$ cat src/rtl/hdlc_rxq_pkg.sv
package hdlc_rxq_pkg;

  localparam int COND_W = 3;

  localparam logic [1:0] MODE_FIRST  = 2'b00;
  localparam logic [1:0] MODE_THRESH = 2'b01;

  typedef struct packed {
    logic ovr;
    logic eof;
    logic shrt;
  } cond_t;

  function automatic logic [7:0] status_byte(input cond_t c);
    return {c.ovr, c.eof, 5'b00000, c.shrt};
  endfunction

  function automatic logic any_cond(input cond_t c);
    return c.ovr | c.eof | c.shrt;
  endfunction

endpackage

$ cat src/rtl/hdlc_rxq_store.sv
module hdlc_rxq_store #(
  parameter int DEPTH = 8,
  parameter int W     = 11,
  parameter int CW    = $clog2(DEPTH + 1)
) (
  input  logic          clk,
  input  logic          rst_n,
  input  logic          push,
  input  logic [W-1:0]  push_word,
  input  logic          pop,
  input  logic          clr_cond,
  output logic [W-1:0]  head_word,
  output logic [CW-1:0] count,
  output logic          full,
  output logic          empty
);
  localparam int PW = (DEPTH > 1) ? $clog2(DEPTH) : 1;
  localparam int CB = hdlc_rxq_pkg::COND_W;

  logic [W-1:0]  mem [DEPTH];
  logic [PW-1:0] wr_ptr, rd_ptr;
  logic          do_push, do_pop;

  assign full    = (count == CW'(DEPTH));
  assign empty   = (count == '0);
  assign do_push = push && !full;
  assign do_pop  = pop && !empty;

  function automatic logic [PW-1:0] next_ptr(input logic [PW-1:0] p);
    return (p == PW'(DEPTH - 1)) ? '0 : p + PW'(1);
  endfunction

  always_ff @(posedge clk) begin
    if (!rst_n) begin
      wr_ptr <= '0;
      rd_ptr <= '0;
      count  <= '0;
    end else begin
      if (do_push) wr_ptr <= next_ptr(wr_ptr);
      if (do_pop)  rd_ptr <= next_ptr(rd_ptr);
      case ({do_push, do_pop})
        2'b10:   count <= count + CW'(1);
        2'b01:   count <= count - CW'(1);
        default: count <= count;
      endcase
    end
  end

  always_ff @(posedge clk) begin
    if (clr_cond && !empty && !do_pop)
      mem[rd_ptr][W-1 -: CB] <= '0;
    if (do_push)
      mem[wr_ptr] <= push_word;
  end

  assign head_word = empty ? '0 : mem[rd_ptr];
endmodule

$ cat src/rtl/hdlc_rxq_irqgen.sv
module hdlc_rxq_irqgen #(
  parameter int TW = 3,
  parameter int CW = 4
) (
  input  logic          clk,
  input  logic          rst_n,
  input  logic [1:0]    mode,
  input  logic [TW-1:0] thresh,
  input  logic [CW-1:0] count,
  input  logic          enq,
  input  logic          rd_evt,
  input  logic          rearm,
  output logic          rx_irq
);
  import hdlc_rxq_pkg::*;

  logic armed, fired, first_ok;

  assign first_ok = (mode == MODE_FIRST) && (thresh == '0);

  always_ff @(posedge clk) begin
    if (!rst_n) begin
      armed <= 1'b1;
      fired <= 1'b0;
    end else if (rearm) begin
      armed <= 1'b1;
      fired <= 1'b0;
    end else if (enq && armed && first_ok) begin
      armed <= 1'b0;
      fired <= 1'b1;
    end else if (rd_evt) begin
      fired <= 1'b0;
    end
  end

  always_comb begin
    if (mode == MODE_THRESH) rx_irq = (count > CW'(thresh));
    else if (first_ok)       rx_irq = fired;
    else                     rx_irq = 1'b0;
  end
endmodule

$ cat src/rtl/hdlc_rxq_ctrl.sv
module hdlc_rxq_ctrl #(
  parameter int DEPTH = 8,
  parameter int DW    = 8,
  parameter int TW    = 3
) (
  input  logic          clk,
  input  logic          rst_n,
  input  logic          in_valid,
  input  logic [DW-1:0] in_data,
  input  logic          in_ovr,
  input  logic          in_eof,
  input  logic          in_short,
  input  logic [1:0]    cfg_mode,
  input  logic [TW-1:0] cfg_thresh,
  input  logic          rd_data,
  input  logic          cmd_err_reset,
  input  logic          cmd_rearm,
  output logic [DW-1:0] data_out,
  output logic [7:0]    status_out,
  output logic          char_avail,
  output logic          rx_irq,
  output logic          sp_irq
);
  import hdlc_rxq_pkg::*;

  localparam int CW = $clog2(DEPTH + 1);
  localparam int W  = DW + COND_W;

  cond_t         in_cond, head_cond, hold_cond, shown_cond;
  logic [W-1:0]  head_word;
  logic [CW-1:0] count;
  logic          full, empty;
  logic          lock, ovr_sticky;
  logic          hold_valid;
  logic [DW-1:0] hold_data;

  // named events used by the checker
  logic accept, has_cond, queue_special, push, pop, to_hold;
  logic full_drop, lock_drop, sp_evt, hold_rd;

  assign in_cond       = '{ovr: in_ovr, eof: in_eof, shrt: in_short};
  assign has_cond      = any_cond(in_cond);
  assign accept        = in_valid && !lock;
  assign queue_special = (cfg_mode == MODE_THRESH) && (count < CW'(cfg_thresh));
  assign push          = accept && !full && (!has_cond || queue_special);
  assign to_hold       = accept && has_cond && !queue_special;
  assign full_drop     = accept && !has_cond && full;
  assign lock_drop     = in_valid && lock;
  assign sp_evt        = (accept && has_cond) || full_drop;
  assign hold_rd       = rd_data && hold_valid;
  assign pop           = rd_data && !hold_valid && !empty;

  hdlc_rxq_store #(.DEPTH(DEPTH), .W(W), .CW(CW)) u_store (
    .clk       (clk),
    .rst_n     (rst_n),
    .push      (push),
    .push_word ({in_cond, in_data}),
    .pop       (pop),
    .clr_cond  (cmd_err_reset && !hold_valid),
    .head_word (head_word),
    .count     (count),
    .full      (full),
    .empty     (empty)
  );

  hdlc_rxq_irqgen #(.TW(TW), .CW(CW)) u_irq (
    .clk    (clk),
    .rst_n  (rst_n),
    .mode   (cfg_mode),
    .thresh (cfg_thresh),
    .count  (count),
    .enq    (push),
    .rd_evt (pop || hold_rd),
    .rearm  (cmd_rearm),
    .rx_irq (rx_irq)
  );

  always_ff @(posedge clk) begin
    if (!rst_n) begin
      lock       <= 1'b0;
      ovr_sticky <= 1'b0;
      hold_valid <= 1'b0;
      hold_data  <= '0;
      hold_cond  <= '0;
    end else begin
      if (sp_evt)             lock <= 1'b1;
      else if (cmd_err_reset) lock <= 1'b0;

      if (full_drop || lock_drop) ovr_sticky <= 1'b1;
      else if (cmd_err_reset)     ovr_sticky <= 1'b0;

      if (to_hold) begin
        hold_valid <= 1'b1;
        hold_data  <= in_data;
        hold_cond  <= in_cond;
      end else if (hold_rd) begin
        hold_valid <= 1'b0;
      end else if (cmd_err_reset) begin
        hold_cond  <= '0;
      end
    end
  end

  assign head_cond  = cond_t'(head_word[W-1 -: COND_W]);
  assign shown_cond = hold_valid ? hold_cond : head_cond;
  assign data_out   = hold_valid ? hold_data : head_word[DW-1:0];
  assign status_out = status_byte(shown_cond) | {ovr_sticky, 7'b0};
  assign char_avail = hold_valid || !empty;
  assign sp_irq     = lock;
endmodule

$ cat config.mk
export PLATFORM = sky130hd
export DESIGN_NAME = hdlc_rxq_ctrl
export DESIGN_NICKNAME = d
export VERILOG_FILES = /design/src/rtl/hdlc_rxq_pkg.sv /design/src/rtl/hdlc_rxq_store.sv /design/src/rtl/hdlc_rxq_irqgen.sv /design/src/rtl/hdlc_rxq_ctrl.sv
export SDC_FILE = /design/constraint.sdc
export NUM_CORES = 1
export LEC_CHECK = 0
export BUFFER_PORTS_ARGS = -buffer_cell sky130_fd_sc_hd__buf_2
export CORE_UTILIZATION = 60
export DETAILED_ROUTE_END_ITERATION = 10
export PLACE_DENSITY = 0.8
export SLEW_MARGIN = 25
export SYNTH_ARGS = -nofsm -noshare
export SYNTH_HDL_FRONTEND = slang
export SYNTH_HIERARCHICAL = 1
export SYNTH_SLANG_ARGS = --single-unit
$ cat constraint.sdc
create_clock -name clk -period 3.75 [get_ports clk]
set_input_delay 0.375 -clock clk [delete_from_list [all_inputs] [get_ports clk]]
set_output_delay 0.375 -clock clk [all_outputs]
set_load 0.03 [all_outputs]
* Yosys cells after proc, flatten, opt, wreduce, memory -nomap -nowiden
Memory sizes are Yosys's and may differ from the RTL's. A register that Yosys moved wholly into a read port is not among the register bits.
Index checks and enable logic that the tools add are counted.
** Operators by class
- Add/subtract/negate cells :: 4
- $lt $le $gt $ge :: 2
- Equality and inequality tests :: 7
- Muxes and demuxes :: 24
- Bitwise gates (word level) :: 4
- Reduce and logical (&&, ||, !) cells :: 43
** Operators by type and width (count)
- two-way mux 3 bit :: 8
- logical AND 1 bit :: 20
- two-way mux 1 bit :: 13
- nonzero test 2 bit :: 6
- two-way mux 11 bit :: 1
- two-way mux 8 bit :: 1
- bitwise OR 8 bit :: 1
- case mux 4 bit (2 select lines) :: 1
- logical NOT 1 bit :: 7
- adder 3 x 1 -> 3 bit, second input constant :: 2
- == test 3 bit, second input constant :: 2
- logical OR 1 bit :: 5
- adder 4 x 1 -> 4 bit, second input constant :: 1
- == test 2 x 1 -> 1 bit, second input constant :: 2
- == test 4 bit, second input constant :: 1
- > comparator 4 x 3 -> 1 bit :: 1
- logical NOT 4 bit :: 1
- < comparator 4 x 3 -> 1 bit :: 1
- subtractor 4 x 1 -> 4 bit, second input constant :: 1
- logical NOT 3 bit :: 1
- == test 2 bit, second input constant :: 1
- logical NOT 2 bit :: 1
- inequality test 2 bit, second input constant :: 1
- bitwise OR 1 bit :: 2
- other kinds (3) :: 3
** Word-level totals
- Flip-flop bits (word level) :: 26
- RAM bits :: 88
- Input port bits :: 22
- Output and inout port bits :: 19
- Word-level logic and storage cells :: 97
- Memories kept :: 1
** Memory list
- u_store.mem :: words 8, width 11, read ports 1, clocked after Yosys merged registers in 1, wr ports 2, line hdlc_rxq_store.sv:20 : logic [W-1:0] mem [DEPTH];

* Depth between registers and ports, before layout
Gate-level depths: netlist (run 1).
- Depth in word-level cells :: 8
- Depth in mapped cells :: 16
- Gate-level depth less buffers :: 16

* Hierarchy
The synthesis (run 1) kept the hierarchy.
** Modules (own cells, without submodules)
- hdlc_rxq_store :: instances 1, cells each 267, area each 4314.1 µm², seq. area each 2902.8 µm²
- hdlc_rxq_ctrl :: instances 1, cells each 100, area each 877.1 µm², seq. area each 280.3 µm²
- hdlc_rxq_irqgen :: instances 1, cells each 22, area each 185.2 µm², seq. area each 40.0 µm²

* Least setup slack after synthesis (run 1)
No wires, ideal clock.
- Path kind :: register -> register
- Start point :: register u_store.count[2]
- End point :: register u_store.count[2]
- Library setup time :: 0.076 ns
- Data arrival time :: 2.896 ns
- Required time :: 3.674 ns
- Setup slack :: 0.778 ns
- Cell stages (with the launch flop) :: 16
- Path buffers :: 0
- Clock period less this slack :: 2.972 ns
- Cell sequence :: dfxtp_1 -> ha_1 -> nor4b_1 -> o21a_1 -> nor2_1 -> nor3_1 -> inv_1 -> nor2_4 -> inv_1 -> ha_1 -> xor2_1 -> ha_1 -> a21oi_1 -> xor2_1 -> or3_1 -> a21boi_0
** Between the ends
- Cells in the longest elaborated chain, start to end :: 7
- Elaborated cells between the ends (all ways) :: 18
- Those cells by class :: add/sub (2); order compare (1); eq/ne (3); mux (1); reduce/logical (11)
** Ends and longest elaborated chain
- start: declaration :: line hdlc_rxq_store.sv:13 : output logic [CW-1:0] count,
- start signal: assignment :: line hdlc_rxq_store.sv:42 : 2'b10: count <= count + CW'(1);
- start signal: assignment :: line hdlc_rxq_store.sv:43 : 2'b01: count <= count - CW'(1);
- start signal: assignment :: line hdlc_rxq_store.sv:44 : default: count <= count;
- < comparator 4 x 3 -> 1 bit / == test 4 bit (equally long branches) :: line hdlc_rxq_ctrl.sv:44, hdlc_rxq_store.sv:24
- logical AND 1 bit / logical NOT 1 bit (equally long branches) :: line hdlc_rxq_ctrl.sv:44, hdlc_rxq_ctrl.sv:45
- logical OR 1 bit / logical AND 1 bit (equally long branches) :: line hdlc_rxq_ctrl.sv:45 : assign push = accept && !full && (!has_cond || queue_special);
- logical AND 1 bit * :: line hdlc_rxq_ctrl.sv:45
- via push :: line hdlc_rxq_ctrl.sv:38 : logic accept, has_cond, queue_special, push, pop, to_hold;
- logical AND 1 bit * :: line hdlc_rxq_store.sv:26 : assign do_push = push && !full;
- == test 2 x 1 -> 1 bit / == test 2 bit (equally long branches) :: line hdlc_rxq_store.sv:41 : case ({do_push, do_pop})
- case mux 4 bit (2 select lines) / nonzero test 2 bit (equally long branches)
Mark *: on every way through the listed nets, which the timed path passes. The rest lies on a longest branch.
A chain may end at the register's enable or synchronous reset.

* Worst setup path in the final report (run 1)
Same ends and word-level chain as after synthesis.

==> results.py, run 1 <==
metrics = {
    "drt": {
        "drt_wl_total_um": 11000,
        "dr.pass1.iters": 5,
        "drtAntennaViolNets": 0,
        "highest_layer": "met4",
        "vias": 3354,
        "drc": 0,
        "drt-wirelength-per-cell_um": 19.7,
        "drt-initial-drc-count": 176,
        "met3_length_um": 616,
        "met1_length_um": 4240,
        "wl_met2_um": 5940,
        "via_per_inst": 6.02,
    },
    "hold_path": {
        "holdCritStartpoint": "cmd_rearm",
        "hp-class": "input port to flop",
    },
    "yosys": {
        "async_reset_ff_share_pct": 0,
        "synth.distinct_cells": 53,
        "synth_top_area_share_pct": 49.2,
        "synth_ff_type": "edfxtp_1",
        "ys_seq_elements": 117,
        "synth_cells": 389,
        "synth_largest_area_cell": "edfxtp_1",
        "synth_area_leaders": "edfxtp_1 49%, dfxtp_1 11%, mux4_2 9.2%",
        "ys_seq_area_share_pct": 59.9,
        "syn_avg_cell_area_um2": 13.8,
        "netlist_area_mm2": 0.00538,
        "synth-edff-count": 88,
        "yosys_warnings": 6,
    },
    "worst_setup_path": {
        "max_stage_delay_ns": 0.43,
        "slowest_stage": "dfxtp_1",
        "required_ns": 4.20,
        "worstSetupPathType": "flop to flop",
        "start_kind": "flop",
        "reg2reg_from": "u_store/count[2]",
        "crit_start": "u_store/count[2]",
        "crit_fanout": 9,
        "cpMostUsedCell": "ha_1",
        "worst_setup_path_end_kind": "flop",
        "crit_chain": "ha_1 -> nor4b_1 -> o21a_1 -> nor2_1 -> nor3_2 -> inv_1 -> nor2_4 -> inv_1 -> ha_1 -> xor2_1 -> ha_1 -> a21oi_1 -> xor2_1 -> or3_1 -> a21boi_0",
        "cp.arrival_ns": 3.72,
    },
    "die": {
        "num_rows": 34,
        "die_x_um": 96.7,
        "fp.dieArea_mm2": 0.00934,
        "die_h_um": 96.7,
        "coreArea_mm2": 0.00868,
        "start_util_pct": 62.0,
        "num_io_pins": 41,
    },
    "finish": {
        "fin_util_pct": 72.2,
        "area_delta_synth_final_pct": 16.5,
        "fillers": 569,
        "drive_above_1_share_pct": 26.9,
        "antenna_cells": 0,
        "fin_nets": 470,
    },
    "sta": {
        "timing_max_transition_violations_final": 0,
        "finalCriticalPeriod_ns": 3.27,
        "hold_viol_final": 0,
        "final.setup_skew_ns": 0.00798,
        "setup_violations": 0,
        "fin_tns_setup_ns": 0,
        "fin_crit_sh_pct": 87.2,
        "worstMarginPinSlew_ns": 0.815,
        "max_freq_mhz": 306,
        "rsz0062_at_grt": "false",
        "relSlewSlack_pct": 45.6,
    },
    "clock_network": {
        "numCtsBuffers": 17,
        "clk_pin_slew_ns": 0.06,
        "htree_levels": 4,
        "cts-root-buf": "clkbuf_8",
        "cts_resized": 0,
        "postCtsSetupRepairBufs": 0,
        "cts_buffer_depth": 2,
        "cts_num_sinks": 117,
        "clock_latency_ns": 0.52,
        "cts_tree": "yes",
        "ctsHoldBuffers": 0,
    },
    "placement": {
        "port_buffers": 35,
        "place_congestion": 0.818,
        "dp_hpwl_um": 7210,
    },
    "global_route": {
        "grt_pass1_vias": 3418,
        "grt_start_max_net_pins": 36,
        "track_usage_pct": 25.7,
        "grt-ovfl-total": 0,
        "antenna_found_initial": 0,
        "grt_pass1_wl_um": 17900,
    },
    "pwr": {
        "powerDensity_mw_per_mm2": 519,
        "leakagePower_uw": 0.00229,
        "ir_drop_mv": 0.274,
    },
    "job": {
        "cap_violations": 0,
    },
    "status": {
        "status": "completed",
    },
}
==> synth_stat cells (2+ instances only) <==
master and number:
nor4b_1 2, nor3b_1 3, o22ai_1 7, clkbuf_1 7
o21ai_0 4, nor2b_1 5, mux2i_1 28, and2_1 4
nand2_1 39, nor3_1 3, edfxtp_1 88, nand3b_1 2
ha_1 12, or3_1 5, buf_1 5, mux4_2 22
a21boi_0 5, a21oi_1 4, inv_1 10, nand2b_1 10
mux2_2 10, a21boi_1 2, nor2_1 45, dfxtp_1 29
xor2_1 2, buf_4 7, buf_2 3
==> kinds of logic (layout without fill, tap and decap cells) <==
| kind of cell | after synthesis | count (layout) | share of synthesized area (%) |
|---|---|---|---|
| AND/OR/NAND/NOR | 132 | 132 | 12.9 |
| flip-flops | 117 | 117 | 59.9 |
| multiplexers | 60 | 60 | 16.5 |
| buffers and inverters | 34 | 90 | 3.37 |
| AO/OA/AOI/OAI | 30 | 30 | 3.89 |
| adder cells (fa/ha/maj) | 12 | 12 | 2.79 |
| XOR/XNOR | 3 | 3 | 0.489 |
| other | 1 | 5 | 0.0697 |
==> metal layers <==
| layer | GRT usage (%) | up-vias |
|---|---|---|
| li1 | - | 1531 |
| met1 | 31.6 | 1687 |
| met2 | 43.8 | 116 |
| met3 | 6.36 | 20 |
| met4 | 10.1 | 0 |
| met5 | 0 | - |
==> path summary, 6_finish.rpt <==
kind	end	slack (ns)	depth (start not counted)
setup / recovery	u_store/count[2]	0.48	15
hold / removal	u_irq/fired	0.13	3
setup reg to reg	u_store/count[2]	0.48	15
hold reg to reg	hold_data[7]	0.46	2
==> registers in the layout, indices dropped and copies added (netlist names), named ones only <==
signal,flops
hold_data,8
u_store/rd_ptr,3
u_irq/fired,1
u_store/mem,88
hold_valid,1
ovr_sticky,1
u_store/count,4
hold_cond,3
sp_irq,1
u_irq/armed,1
u_store/wr_ptr,3
==> report_power, final <==
group          leakage (uW)  switching (uW)  total (uW)  internal [uW]
Sequential          0.00104            17.2        1430           1410
Combinational      0.000969             123         200           77.1
Clock              0.000280             590        1620           1030
==> cells in the final DEF (no fill, tap or decap), types with 2 or more instances in the layout <==
master / synthesis / final
a21boi_0: 5 / 5
a21boi_1: 2 / 2
a21oi_1: 4 / 4
and2_1: 4 / 4
buf_2: 3 / 35
buf_4: 7 / 13
bufinv_16: 0 / 3
clkbuf_16: 0 / 16
clkbuf_8: 0 / 2
clkinv_4: 0 / 3
clkinvlp_4: 0 / 5
conb_1: 1 / 5
dfxtp_1: 29 / 29
edfxtp_1: 88 / 88
ha_1: 12 / 12
inv_1: 10 / 10
inv_6: 0 / 2
mux2_2: 10 / 10
mux2i_1: 28 / 28
mux4_2: 22 / 22
nand2_1: 39 / 39
nand2b_1: 10 / 10
nand3b_1: 2 / 2
nor2_1: 45 / 45
nor2b_1: 5 / 5
nor3_1: 3 / 2
nor3_2: 1 / 2
nor3b_1: 3 / 3
nor4b_1: 2 / 2
o21ai_0: 4 / 4
o22ai_1: 7 / 7
or3_1: 5 / 5
xor2_1: 2 / 2
==> worst max-delay path: cells and delay by family (launching register included) <==
| family | cells | cell delay, ns |
|---|---|---|
| AND/OR/NAND/NOR | 5 | 1.08 |
| flip-flops | 1 | 0.43 |
| XOR/XNOR | 2 | 0.26 |
| AO/OA/AOI/OAI | 3 | 0.51 |
| buffers and inverters | 2 | 0.26 |
| adder cells (fa/ha/maj) | 3 | 0.67 |
==> stage by stage <==
stage	instance area (um^2)	setup WS, ns	std cells	hold slack (ns)	power (uW)
floorplan	5390	0.778	393	0.426	1590
global placement	5660	0.483	525	0.440	1640
detailed placement	5660	0.326	525	0.446	1650
CTS	6260	0.371	557	0.120	3260
global route	6260	0.0815	557	0.140	3340
finish	6260	0.481	557	0.133	3250
==> layout make-up <==
cell class	instances	area, um^2	share of cell area, %
clock buffers	18	428	6.83
flip-flops and latches	117	3220	51.4
multi-input cells	242	1990	31.8
inverters	10	37.5	0.599
clock inverters	14	176	2.82
well taps	108	135	2.16
repair buffers	48	273	4.35
Note: power is estimated with default switching activity, not from simulation.
==> run 2: changes to the inputs <==
Clock period 3.75 ns to 3.7 ns, I/O delays scaled along.
==> results.py, run 2 (synthesis results as in run 1) <==
metrics = {
    "die": {
        "die_x_um": 96.7,
        "fp.dieArea_mm2": 0.00934,
        "die_h_um": 96.7,
        "coreArea_mm2": 0.00868,
        "num_rows": 34,
        "num_io_pins": 41,
        "start_util_pct": 62.0,
    },
    "finish": {
        "finish.instance_area_mm2": 0.00627,
        "area_delta_synth_final_pct": 16.7,
        "regMostFlops": "u_store/mem",
        "largest_register_ffs": 88,
        "fillers": 569,
        "antenna_cells": 0,
        "final_cell_mix": "88 x edfxtp_1, 45 x nor2_1, 39 x nand2_1",
        "layout_commonest_cell": "edfxtp_1",
        "fin_nets": 469,
        "instances_no_fill": 556,
        "drive_above_1_share_pct": 26.6,
        "reg_top3": "u_store/mem (88), hold_data (8), u_store/count (4)",
    },
    "worst_setup_path": {
        "worstSetupPathType": "flop to flop",
        "crit_fanout": 9,
        "rr_worst_depth": 15,
        "crit_chain": "ha_1 -> o21ai_0 -> o21a_1 -> nor2_1 -> nor3_2 -> inv_1 -> nor2_4 -> inv_1 -> ha_1 -> xor2_1 -> ha_1 -> a21oi_1 -> xor2_1 -> or3_1 -> a21boi_0",
        "required_ns": 4.15,
        "cp_num_buf_inv": 2,
        "cpMostUsedCell": "ha_1",
        "cp.arrival_ns": 3.70,
        "worst_setup_path_end_kind": "flop",
        "r2r-end": "u_store/count[2]",
        "reg2reg_slack_ns": 0.45,
        "max_stage_delay_ns": 0.59,
        "slowest_stage": "dfxtp_1",
        "critPathTopFamily": "simple AND/OR/NAND/NOR gates",
        "reg2reg_from": "u_store/count[2]",
        "start_kind": "flop",
    },
    "clock_network": {
        "postCtsSetupRepairBufs": 0,
        "cts_num_sinks": 117,
        "cts_buffer_depth": 2,
        "ctsHoldBuffers": 0,
        "cts_resized": 0,
        "cts_tree": "yes",
        "cts-root-buf": "clkbuf_8",
        "htree_levels": 4,
        "numCtsBuffers": 17,
        "clock_latency_ns": 0.52,
        "clk_pin_slew_ns": 0.06,
    },
    "sta": {
        "fin_tns_setup_ns": 0,
        "setup_violations": 0,
        "max_freq_mhz": 308,
        "rsz0062_at_grt": "false",
        "fin_ws_ns": 0.451,
        "timing_max_transition_violations_final": 0,
        "hold_viol_final": 0,
        "fin_crit_sh_pct": 87.8,
        "final.setup_skew_ns": 0.0106,
        "relSlewSlack_pct": 44.9,
        "finalCriticalPeriod_ns": 3.25,
        "worstMarginPinSlew_ns": 0.825,
    },
    "hold_path": {
        "hold_path_end": "u_store/mem[1][7]",
        "hold_depth": 1,
        "hp-class": "input port to flop",
        "holdCritStartpoint": "in_data[7]",
    },
    "pwr": {
        "power_uw": 3300,
        "switching_share_pct": 21.8,
        "seq_power_share_pct": 43.7,
        "pwr-share-clk_pct": 50.2,
        "powerDensity_mw_per_mm2": 527,
        "power_switching_uw": 720,
        "combPwrFrac_pct": 6.1,
        "p_int_uw": 2580,
        "leakagePower_uw": 0.00229,
        "ir_drop_mv": 0.347,
    },
    "status": {
        "status": "completed",
    },
    "placement": {
        "dp_hpwl_um": 7240,
        "port_buffers": 35,
        "placed_cells": 524,
        "place_congestion": 0.806,
        "place_ws_ns": 0.327,
        "place_area_mm2": 0.00566,
    },
    "drt": {
        "drt-wirelength-per-cell_um": 19.8,
        "drt_wl_total_um": 11000,
        "via_per_inst": 5.96,
        "drtAntennaViolNets": 0,
        "drt-initial-drc-count": 150,
        "vias": 3311,
        "drc": 0,
        "dr.pass1.iters": 5,
    },
    "global_route": {
        "grt_pass1_wl_um": 17900,
        "track_usage_pct": 25.8,
        "grt-ovfl-total": 0,
        "antenna_found_initial": 0,
        "grt_pass1_vias": 3509,
        "grt_start_max_net_pins": 36,
    },
    "job": {
        "cap_violations": 0,
    },
}
==> run 2: changes by cell type in the layout (fill, tap and decap cells not counted), sizes merged <==
| cell | change |
|---|---|
| clkbuf | +3 |
| clkinv | -1 |
| inv | -2 |
| buf | -1 |
==> run 2: routing by layer <==
layer  track usage [%]  vias up  share of wire (%)
li1                  -     1530                  -
met1              30.9     1659                 40
met2              43.4      102                 53
met3              7.80       20                5.5
met4              10.8        0                2.2
met5                 0        -                  0
==> run 2: per-stage QoR <==
step                      hold WS (ns)  utilization [%]
after floorplan                  0.426                -
after global placement           0.440             65.2
after detailed placement         0.439             65.2
after CTS                       0.0960             72.2
after global routing             0.120             72.3
final                            0.124             72.3
==> run 2: how the worst max path moves through the flow <==
stage                           from                to  cells after the start
floorplan           u_store/count[2]  u_store/count[2]                     15
global placement       cfg_thresh[2]  u_store/count[2]                     17
detailed placement     cfg_thresh[2]  u_store/count[2]                     17
CTS                 u_store/count[2]  u_store/count[2]                     15
global route        u_store/count[2]  u_store/count[2]                     15
finish              u_store/count[2]  u_store/count[2]                     15
==> run 2: power groups by stage <==
stage	combinational [uW]	clock, uW	sequential, uW
2_1_floorplan	148	0	1470
3_3_place_gp	194	0	1470
3_5_place_dp	200	0	1470
4_1_cts	202	1680	1450
5_1_grt	219	1740	1450
6_report	202	1660	1450
==> run 2: area by class of cell <==
class	count	area, um^2	area share, %
clock buffers	21	459	7.32
multi-input cells	242	1990	31.7
well taps	108	135	2.15
flip-flops and latches	117	3220	51.4
inverters	10	37.5	0.598
clock inverters	11	150	2.39
repair buffers	47	278	4.43
==> run 3: changes to the inputs <==
Settings changed: ABC_AREA from default to 1, CORE_UTILIZATION 60 to 54, PLACE_DENSITY 0.8 to 0.76.
Clock period 3.7 ns to 2.85 ns, I/O delays scaled along.
==> results.py, run 3 <==
metrics = {
    "job": {
        "cap_violations": 0,
    },
    "clock_network": {
        "numCtsBuffers": 17,
        "cts_tree": "yes",
        "clock_latency_ns": 0.51,
        "clk_pin_slew_ns": 0.06,
        "htree_levels": 4,
        "cts_num_sinks": 117,
        "cts_buffer_depth": 2,
        "cts-root-buf": "clkbuf_8",
    },
    "yosys": {
        "netlist_area_mm2": 0.00559,
        "synth_ff_type": "edfxtp_1",
        "async_reset_ff_share_pct": 0,
        "synth_area_leaders": "edfxtp_1 47%, dfxtp_1 10%, nor2_1 8.8%",
        "synth.distinct_cells": 44,
        "syn_avg_cell_area_um2": 9.87,
        "synth_cells": 566,
        "ys_seq_area_share_pct": 57.7,
        "yosys_warnings": 6,
        "synth_largest_area_cell": "edfxtp_1",
        "synth-edff-count": 88,
        "ys_seq_elements": 117,
        "synth_commonest_cells": "131 x nor2_1, 88 x edfxtp_1, 76 x nand2_1, 50 x inv_1, 33 x o21ai_1",
        "synth_top_area_share_pct": 47.3,
        "synth_most_common_cell": "nor2_1",
    },
    "drt": {
        "vias": 4176,
        "via_per_inst": 5.55,
        "drt-wirelength-per-cell_um": 16.3,
        "drt_wl_total_um": 12300,
        "dr.pass1.iters": 5,
        "drt-initial-drc-count": 335,
        "drtAntennaViolNets": 0,
        "drc": 0,
    },
    "pwr": {
        "switching_share_pct": 33.5,
        "power_switching_uw": 1860,
        "powerDensity_mw_per_mm2": 869,
        "pwr-share-clk_pct": 37.9,
        "seq_power_share_pct": 36.7,
        "combPwrFrac_pct": 25.4,
        "p_int_uw": 3690,
        "ir_drop_mv": 0.556,
        "leakagePower_uw": 0.00266,
        "power_uw": 5560,
    },
    "sta": {
        "hold_viol_final": 0,
        "relSlewSlack_pct": 38.8,
        "setup_violations": 0,
        "worstMarginPinSlew_ns": 0.917,
        "max_freq_mhz": 380,
        "fin_tns_setup_ns": 0,
        "final.setup_skew_ns": 0.0110,
        "fin_hold_ws_ns": 0.0980,
        "finalCriticalPeriod_ns": 2.63,
        "rsz0062_at_grt": "false",
        "fin_crit_sh_pct": 92.4,
        "timing_max_transition_violations_final": 0,
    },
    "placement": {
        "dp_hpwl_um": 8130,
        "place_congestion": 0.862,
        "port_buffers": 35,
    },
    "worst_setup_path": {
        "worstSetupPathType": "flop to flop",
        "reg2reg_slack_ns": 0.22,
        "required_ns": 3.02,
        "worst_setup_path_end_kind": "flop",
        "critPathTopFamily": "simple AND/OR/NAND/NOR gates",
        "slowest_stage": "dfxtp_1",
        "crit_chain": "ha_1 -> nand2_1 -> nand2_1 -> nand2_1 -> a21oi_1 -> nor3_1 -> nand2_4 -> buf_4 -> nor2_4 -> nand2_1 -> inv_1",
        "cp.arrival_ns": 2.81,
        "cpMostUsedCell": "nand2_1",
        "cp_num_buf_inv": 2,
        "crit_fanout": 8,
        "start_kind": "flop",
        "max_stage_delay_ns": 0.46,
    },
    "finish": {
        "largest_register_ffs": 88,
        "area_delta_synth_final_pct": 14.5,
        "reg_top3": "u_store/mem (88), hold_data (8), u_store/count (4)",
        "regMostFlops": "u_store/mem",
        "fin_nets": 641,
        "drive_above_1_share_pct": 17.7,
        "antenna_cells": 0,
        "fin_util_pct": 64.5,
        "final_cell_mix": "131 x nor2_1, 88 x edfxtp_1, 76 x nand2_1",
        "layout_commonest_cell": "nor2_1",
    },
    "global_route": {
        "antenna_found_initial": 0,
        "grt_pass1_wl_um": 20400,
        "grt_start_max_net_pins": 45,
        "track_usage_pct": 24.4,
        "grt_pass1_vias": 4220,
        "grt-ovfl-total": 0,
    },
    "die": {
        "num_rows": 36,
        "die_x_um": 104,
        "num_io_pins": 41,
        "coreArea_mm2": 0.00991,
        "start_util_pct": 56.4,
        "fp.dieArea_mm2": 0.0108,
        "die_h_um": 104,
    },
    "status": {
        "status": "completed",
    },
    "hold_path": {
        "hp-class": "input port to flop",
    },
}
## run 3: changes by cell type in the layout (fill, tap and decap cells not counted), sizes merged, moves of 22 or more
| cell | before | now |
|---|---|---|
| mux2i | 28 | 0 |
| mux4 | 22 | 0 |
| nand2 | 39 | 83 |
| inv | 10 | 56 |
| o21ai | 4 | 60 |
| nor2 | 46 | 137 |
## run 3: stage by stage
stage,setup slack [ns],instances,area (um^2)
6_report,0.217,753,6390
5_1_grt,0.0274,753,6390
4_1_cts,0.0748,753,6390
3_5_place_dp,0.270,720,5790
3_3_place_gp,0.401,720,5790
2_1_floorplan,0.420,570,5600
## run 3: area by class of cell
type	instances	area (um^2)
repair buffers	42	230
well taps	133	166
clock buffers	18	418
multi-input cells	375	1970
inverters	54	208
flip-flops and latches	117	3230
clock inverters	14	176
fillers	766	3510
## run 3: kinds of logic (layout without fill, tap and decap cells)
logic type / after synthesis / after routing / synth area share [%]
and+or+nand+nor: 245 / 245 / 19.5
DFF: 117 / 117 / 57.7
AOI/OAI and AO/OA: 110 / 110 / 12.3
buffers and inverters: 78 / 128 / 7.28
adders and majority gates: 12 / 12 / 2.69
xor gates and xnor gates: 3 / 3 / 0.471
other: 1 / 5 / 0.0671
## run 3: worst paths after layout
path | from | end | cells past startpoint
worst max register to register | u_store/count[1] | u_store/mem[6][3] | 11
worst min register to register | u_irq/armed | u_irq/armed | 2
worst min-delay path | in_ovr | hold_cond[2] | 3
worst max-delay path | u_store/count[1] | u_store/mem[6][3] | 11
## run 3: worst reg2reg max path, cell delays in order, from the launching register on
cell     delay (ns)
dfxtp_1        0.46
ha_1           0.28
nand2_1        0.07
nand2_1        0.05
nand2_1        0.09
a21oi_1        0.07
nor3_1         0.36
nand2_4        0.08
buf_4          0.19
nor2_4         0.14
nand2_1        0.17
inv_1          0.32
## run 3: metal layers
metal | GRT usage (%) | up-vias | part of all wire [%]
met2 | 44.4 | 136 | 53
met5 | 0 | - | 0
met4 | 10.8 | 0 | 2.6
met3 | 5.41 | 25 | 4.4
li1 | - | 1991 | -
met1 | 27.4 | 2024 | 40
## run 3: power groups by stage
stage               sequential (uW)  combinational, uW  clock [uW]
finish                         2040               1410        2110
global route                   2050               1560        2210
CTS                            2040               1410        2130
detailed placement             2070               1370           0
global placement               2060               1330           0
floorplan                      2010               1090           0
## run 3: what timing repair did
item,CTS,global route
endpoints found under the hold margin,1,0
endpoints found under the setup margin,2,11
gates resized for setup,1,1
hold buffers,1,0
buffers inserted,0,0
